## config.mk

```make
export PLATFORM = sky130hd
export DESIGN_NAME = maskpwm_unit
export DESIGN_NICKNAME = d
export VERILOG_FILES = /design/src/rtl/mpw_pkg.sv /design/src/rtl/mpw_counter.sv /design/src/rtl/mpw_match.sv /design/src/rtl/mpw_pins.sv /design/src/rtl/maskpwm_unit.sv
export SDC_FILE = /design/constraint.sdc
export NUM_CORES = 1
export LEC_CHECK = 0
export ABC_AREA = 1
export CAP_MARGIN = 40
export CELL_PAD_IN_SITES_DETAIL_PLACEMENT = 0
export CELL_PAD_IN_SITES_GLOBAL_PLACEMENT = 1
export CORE_ASPECT_RATIO = 1.4
export CORE_MARGIN = 2
export CORE_UTILIZATION = 37
export DETAILED_ROUTE_END_ITERATION = 12
export PLACE_DENSITY = 0.92
export SLEW_MARGIN = 20
export SYNTH_ARGS = -nofsm -noshare
export SYNTH_HDL_FRONTEND = slang
export SYNTH_HIERARCHICAL = 1
export SYNTH_SLANG_ARGS = --single-unit
```

## constraint.sdc

```tcl
create_clock -name clk -period 2.3 [get_ports clk]
set_clock_uncertainty 0.2 [all_clocks]
set_input_delay 0.69 -clock clk [delete_from_list [all_inputs] [get_ports clk]]
set_output_delay 0.69 -clock clk [all_outputs]
set_load 0.005 [all_outputs]
```

## src/rtl/mpw_pkg.sv

```systemverilog
`timescale 1ns/1ps
package mpw_pkg;
   // Events produced on a tick, consumed by the pin logic
   typedef struct packed {
      logic zero_hit;   // (cnt & mask) == 0
      logic cmp_hit;    // (cnt & mask) == (cmp & mask)
      logic underflow;  // counter leaves zero
   } mpw_evt_t;
endpackage

```

## src/rtl/mpw_counter.sv

```systemverilog
`timescale 1ns/1ps
module mpw_counter #(
   parameter int unsigned W = 16
) (
   input  logic         clk,
   input  logic         rst_n,
   input  logic         tick,
   input  logic         reload_en,
   input  logic [W-1:0] reload_val,
   output logic [W-1:0] cnt,
   output logic         underflow
);
   localparam logic [W-1:0] TOP  = '1;
   localparam logic [W-1:0] ZERO = '0;

   assign underflow = tick && (cnt == ZERO);

   always_ff @(posedge clk or negedge rst_n) begin
      if (!rst_n)
         cnt <= ZERO;
      else if (tick) begin
         if (cnt == ZERO)
            cnt <= reload_en ? reload_val : TOP;
         else
            cnt <= cnt - 1'b1;
      end
   end
endmodule

```

## src/rtl/mpw_match.sv

```systemverilog
`timescale 1ns/1ps
module mpw_match #(
   parameter int unsigned W      = 16,
   parameter bit          SHADOW = 1'b1
) (
   input  logic         clk,
   input  logic         rst_n,
   input  logic         tick,
   input  logic [W-1:0] cnt,
   input  logic [W-1:0] mask_in,
   input  logic [W-1:0] cmp_in,
   output logic         zero_hit,
   output logic         cmp_hit
);
   localparam logic [W-1:0] ZERO = '0;

   logic [W-1:0] act_mask;
   logic [W-1:0] act_cmp;
   logic [W-1:0] masked_cnt;

   assign masked_cnt = cnt & act_mask;
   assign zero_hit   = tick && (masked_cnt == ZERO);
   assign cmp_hit    = tick && (masked_cnt == (act_cmp & act_mask));

   generate
      if (SHADOW) begin : g_shadow
         // Holding registers become active at the zero event
         always_ff @(posedge clk or negedge rst_n) begin
            if (!rst_n) begin
               act_mask <= ZERO;
               act_cmp  <= ZERO;
            end else if (zero_hit) begin
               act_mask <= mask_in;
               act_cmp  <= cmp_in;
            end
         end
      end else begin : g_direct
         assign act_mask = mask_in;
         assign act_cmp  = cmp_in;
      end
   endgenerate
endmodule

```

## src/rtl/mpw_pins.sv

```systemverilog
`timescale 1ns/1ps
module mpw_pins
   import mpw_pkg::*;
(
   input  logic     clk,
   input  logic     rst_n,
   input  mpw_evt_t evt,
   input  logic     pwm_en,
   input  logic     pwm_pol,
   input  logic     pwm_toggle,
   input  logic     ovf_toggle,
   input  logic     ovf_clr,
   output logic     pwm_o,
   output logic     ovf_o
);
   logic pwm_nx;
   logic ovf_nx;

   always_comb begin
      pwm_nx = pwm_o;
      if (!pwm_en)
         pwm_nx = 1'b0;
      else if (pwm_toggle) begin
         if (evt.cmp_hit) pwm_nx = ~pwm_o;
      end else if (evt.cmp_hit)
         pwm_nx = ~pwm_pol;          // compare has priority
      else if (evt.zero_hit)
         pwm_nx = pwm_pol;
   end

   always_comb begin
      ovf_nx = ovf_o;
      if (ovf_toggle) begin
         if (evt.underflow) ovf_nx = ~ovf_o;
      end else if (evt.underflow)
         ovf_nx = 1'b1;              // underflow beats clear
      else if (ovf_clr)
         ovf_nx = 1'b0;
   end

   always_ff @(posedge clk or negedge rst_n) begin
      if (!rst_n) begin
         pwm_o <= 1'b0;
         ovf_o <= 1'b0;
      end else begin
         pwm_o <= pwm_nx;
         ovf_o <= ovf_nx;
      end
   end
endmodule

```

## src/rtl/maskpwm_unit.sv

```systemverilog
`timescale 1ns/1ps
module maskpwm_unit
   import mpw_pkg::*;
#(
   parameter int unsigned W      = 16,
   parameter bit          SHADOW = 1'b1
) (
   input  logic         clk,
   input  logic         rst_n,
   input  logic         tick,
   input  logic         reload_en,
   input  logic [W-1:0] reload_val,
   input  logic [W-1:0] mask_in,
   input  logic [W-1:0] cmp_in,
   input  logic         pwm_en,
   input  logic         pwm_pol,
   input  logic         pwm_toggle,
   input  logic         ovf_toggle,
   input  logic         ovf_clr,
   output logic         pwm_o,
   output logic         ovf_o
);
   generate
      if (W < 2 || W > 32) begin : g_bad_width
         $error("maskpwm_unit: W must lie in 2..32");
      end
   endgenerate

   logic [W-1:0] cnt;
   mpw_evt_t     evt;

   mpw_counter #(.W(W)) u_cnt (
      .clk        (clk),
      .rst_n      (rst_n),
      .tick       (tick),
      .reload_en  (reload_en),
      .reload_val (reload_val),
      .cnt        (cnt),
      .underflow  (evt.underflow)
   );

   mpw_match #(.W(W), .SHADOW(SHADOW)) u_match (
      .clk      (clk),
      .rst_n    (rst_n),
      .tick     (tick),
      .cnt      (cnt),
      .mask_in  (mask_in),
      .cmp_in   (cmp_in),
      .zero_hit (evt.zero_hit),
      .cmp_hit  (evt.cmp_hit)
   );

   mpw_pins u_pins (
      .clk        (clk),
      .rst_n      (rst_n),
      .evt        (evt),
      .pwm_en     (pwm_en),
      .pwm_pol    (pwm_pol),
      .pwm_toggle (pwm_toggle),
      .ovf_toggle (ovf_toggle),
      .ovf_clr    (ovf_clr),
      .pwm_o      (pwm_o),
      .ovf_o      (ovf_o)
   );
endmodule

```

==> results.ini <==
[global_routing]
grt_max_degree = 33
vias_in_the_first_global_route = 3003
track_usage = 0.189
grt_overflow = 0
wire_length_of_the_first_global_routing_pass_um = 13700
antenna_found_initial = 0

[place]
gp_congestion = 0.922
cell_area_after_placement_um2 = 3970
numPlacedInstances = 650
hpwlAfterDp_um = 6430
numPortBuffers = 58
placement.setup.worst_slack_ns = -0.115

[worst_setup_path]
path_class = primary input to flop
critical-path-top-cell-by-count = sky130_fd_sc_hd__nor2_1
max_stage_delay_ns = 0.50
crit_path_end_kind = flop
timing.reg2reg.setup_slack_ns = 0.39
crit_path_cell_trace = clkdlybuf4s50_1, buf_4, nand2_1, nor2_1, nand2_1, nor2_1, nand2_1, nor2_1, inv_1, nand2_1, nor2_1, nor2_1
worstSetupStartpointType = primary input
worstPathMaxFanout = 3
timing.critical_path.arrival_ns = 2.13
worst_path_max_delay_cell = sky130_fd_sc_hd__clkdlybuf4s50_1
cp.required_ns = 2.32

[routing]
route.detailed.drc = 0
vias_per_cell = 4.70
ant_nets = 0
met3_wirelength_um = 292
postRouteWirelength_um = 8100
maxUsedRoutingLayer = met4
detail_route.wl_per_cell_um = 12.3
firstDrtPassIters = 4
drt_first_iter_violations = 169
wl_met1_um = 3440
total_vias_in_the_final_route = 3098
met2_length_um = 4200

[synthesis]
syn-cell-area_um2 = 3210
seq_area_frac_synth = 0.390
synth.area.top_cells = sky130_fd_sc_hd__dfrtp_1 (39%), sky130_fd_sc_hd__nand2_1 (25%), sky130_fd_sc_hd__nand3_1 (7.3%)
count_of_warnings_emitted_by_yosys = 6
synth_top_area_frac = 0.390
yosys_register_bits = 50
post_synth_num_cell_types = 30
post_synthesis_area_per_instance_um2 = 6.61
proportion_of_register_bits_with_asynchronous_set_or_reset_after_synthesis = 1.00
synth_top_cell_by_area = sky130_fd_sc_hd__dfrtp_1
post_synth_inst_count = 485
postSynth.topFlopCell = sky130_fd_sc_hd__dfrtp_1
syn-num-nets = 544
synth_enable_flop_cells = 0

[sta]
hold_viol_final = 0
final.min_clock_period_ns = 2.11
final.period_utilization = 0.916
grt_setup_unrepaired = false
finalMaxSlewViolations = 0
timing.fmax_ghz = 0.475
finalSetupViolCount = 0
setup_tns_ns = 0
worstMarginPinSlew_ns = 0.343
slew_headroom = 0.770
smallest_setup_slack_after_layout_ns = 0.193

[clock_network]
worst_setup_hold_path_clk_slew_ns = 0.06
postCtsSetupRepairBufs = 0
max_buffers_root_to_sink = 2
insertion_delay_ns = 0.29
cts-root-buf = sky130_fd_sc_hd__clkbuf_16
cts-htree-levels = 2
clock_sink_count = 50
tritoncts = built
cts_made_buffers = 5

[pwr]
cellLeakagePower_nw = 2.16
finalPower_w = 0.00380
power_per_cell_area_nw_per_um2 = 921
ir_drop_uv = 541

[die]
floorplan.initialDensity = 0.377
die-area_um2 = 9440
die_x_um = 82.7
io_pins = 59
floorplan.die.height_um = 114
core_region_area_um2 = 8510
std_cell_rows = 40

[layout]
finish.net_count = 612
most_common_cell_after_layout_fill_and_taps_aside = sky130_fd_sc_hd__nand2_1
final_area_um2 = 4130
layout.cells.non_filler = 659
final_cell_mix = sky130_fd_sc_hd__nand2_1 (213), sky130_fd_sc_hd__clkdlybuf4s50_1 (57), sky130_fd_sc_hd__nor2_1 (54)
post_route_cells_drive_above_1_share = 0.0903
insertedDiodeCount = 0
area_growth_syn_to_layout_pct = 28.6

[worst_hold_path]
min_path_type = flop to flop

[outcome]
run_status = finished, final reports clean

[flow_run]
max_cap_viol_count = 0

[cell usage after synthesis (all sizes together), types with 3 or more instances]
library cell	number
nand4	3
inv	50
nand3	49
nand2	217
nand3b	4
dfrtp	50
nor2	63
o21ai	17
buf	8
or2	6
a21oi	7
[state kept, by name, summed over array words and instances, names as in the netlist]
name	count
u_pins/ovf_o	1
u_match/act_cmp	16
u_cnt/cnt	16
u_match/act_mask	16
u_pins/pwm_o	1
[metal layers]
layer,up-vias,GRT usage
li1,1632,-
met1,1394,0.230
met2,61,0.331
met5,-,0
met4,0,0.0699
met3,11,0.0292
[power by group]
part	internal, W	switching, W
logic	0.000612	0.000843
registers	0.00121	0.000384
clock network	0.000432	0.000320
total	0.00225	0.00155
[final timing paths]
path / start / to / cells after the start
hold / removal: u_pins/ovf_o$_DFFE_PN0P_ / u_pins/ovf_o$_DFFE_PN0P_ / 2
min in group asynchronous: rst_n / u_pins/ovf_o$_DFFE_PN0P_ / 2
max in group asynchronous: rst_n / u_match/act_cmp[11]$_DFFE_PN0P_ / 3
hold reg to reg: u_pins/ovf_o$_DFFE_PN0P_ / u_pins/ovf_o$_DFFE_PN0P_ / 2
setup / recovery: tick / u_pins/pwm_o$_DFFE_PN0P_ / 12
setup reg to reg: u_cnt/cnt[0]$_DFFE_PN0P_ / u_cnt/cnt[5]$_DFFE_PN0P_ / 7
[logic make-up (layout without fill, tap and decap cells)]
logic type	after synthesis	count (layout)	share of synthesized area
and+or+nand+nor	344	344	0.472
xor gates and xnor gates	1	1	0.00273
AOI/OAI and AO/OA	27	27	0.0480
DFF	50	50	0.390
adders and majority gates	2	2	0.00780
buffers and inverters	61	130	0.0788
[worst max-delay path: cells and delay by family]
family | cells | cell delay [ns]
AND/OR/NAND/NOR | 9 | 0.76
buffers and inverters | 3 | 0.68
[what timing repair did]
item	4_1_cts	5_1_grt
endpoints found under the hold margin	1	0
resized for setup	0	0
endpoints found under the setup margin	0	0
hold buffers	1	0
[layout make-up]
type	count	area, um2
fill	923	4380
multi-input combinational	374	1700
sequential	50	1250
timing repair buffer	71	701
inverter	51	191
clock buffer	7	143
tap	105	131
clock inverter	1	5.00
[stage by stage]
stage	util	hold WS, ns
3_3_place_gp	0.466	0.280
3_5_place_dp	0.466	0.289
5_1_grt	0.485	0.337
2_1_floorplan	-	0.194
4_1_cts	0.485	0.302
6_report	0.485	0.297
(Power assumes the default switching activity.)
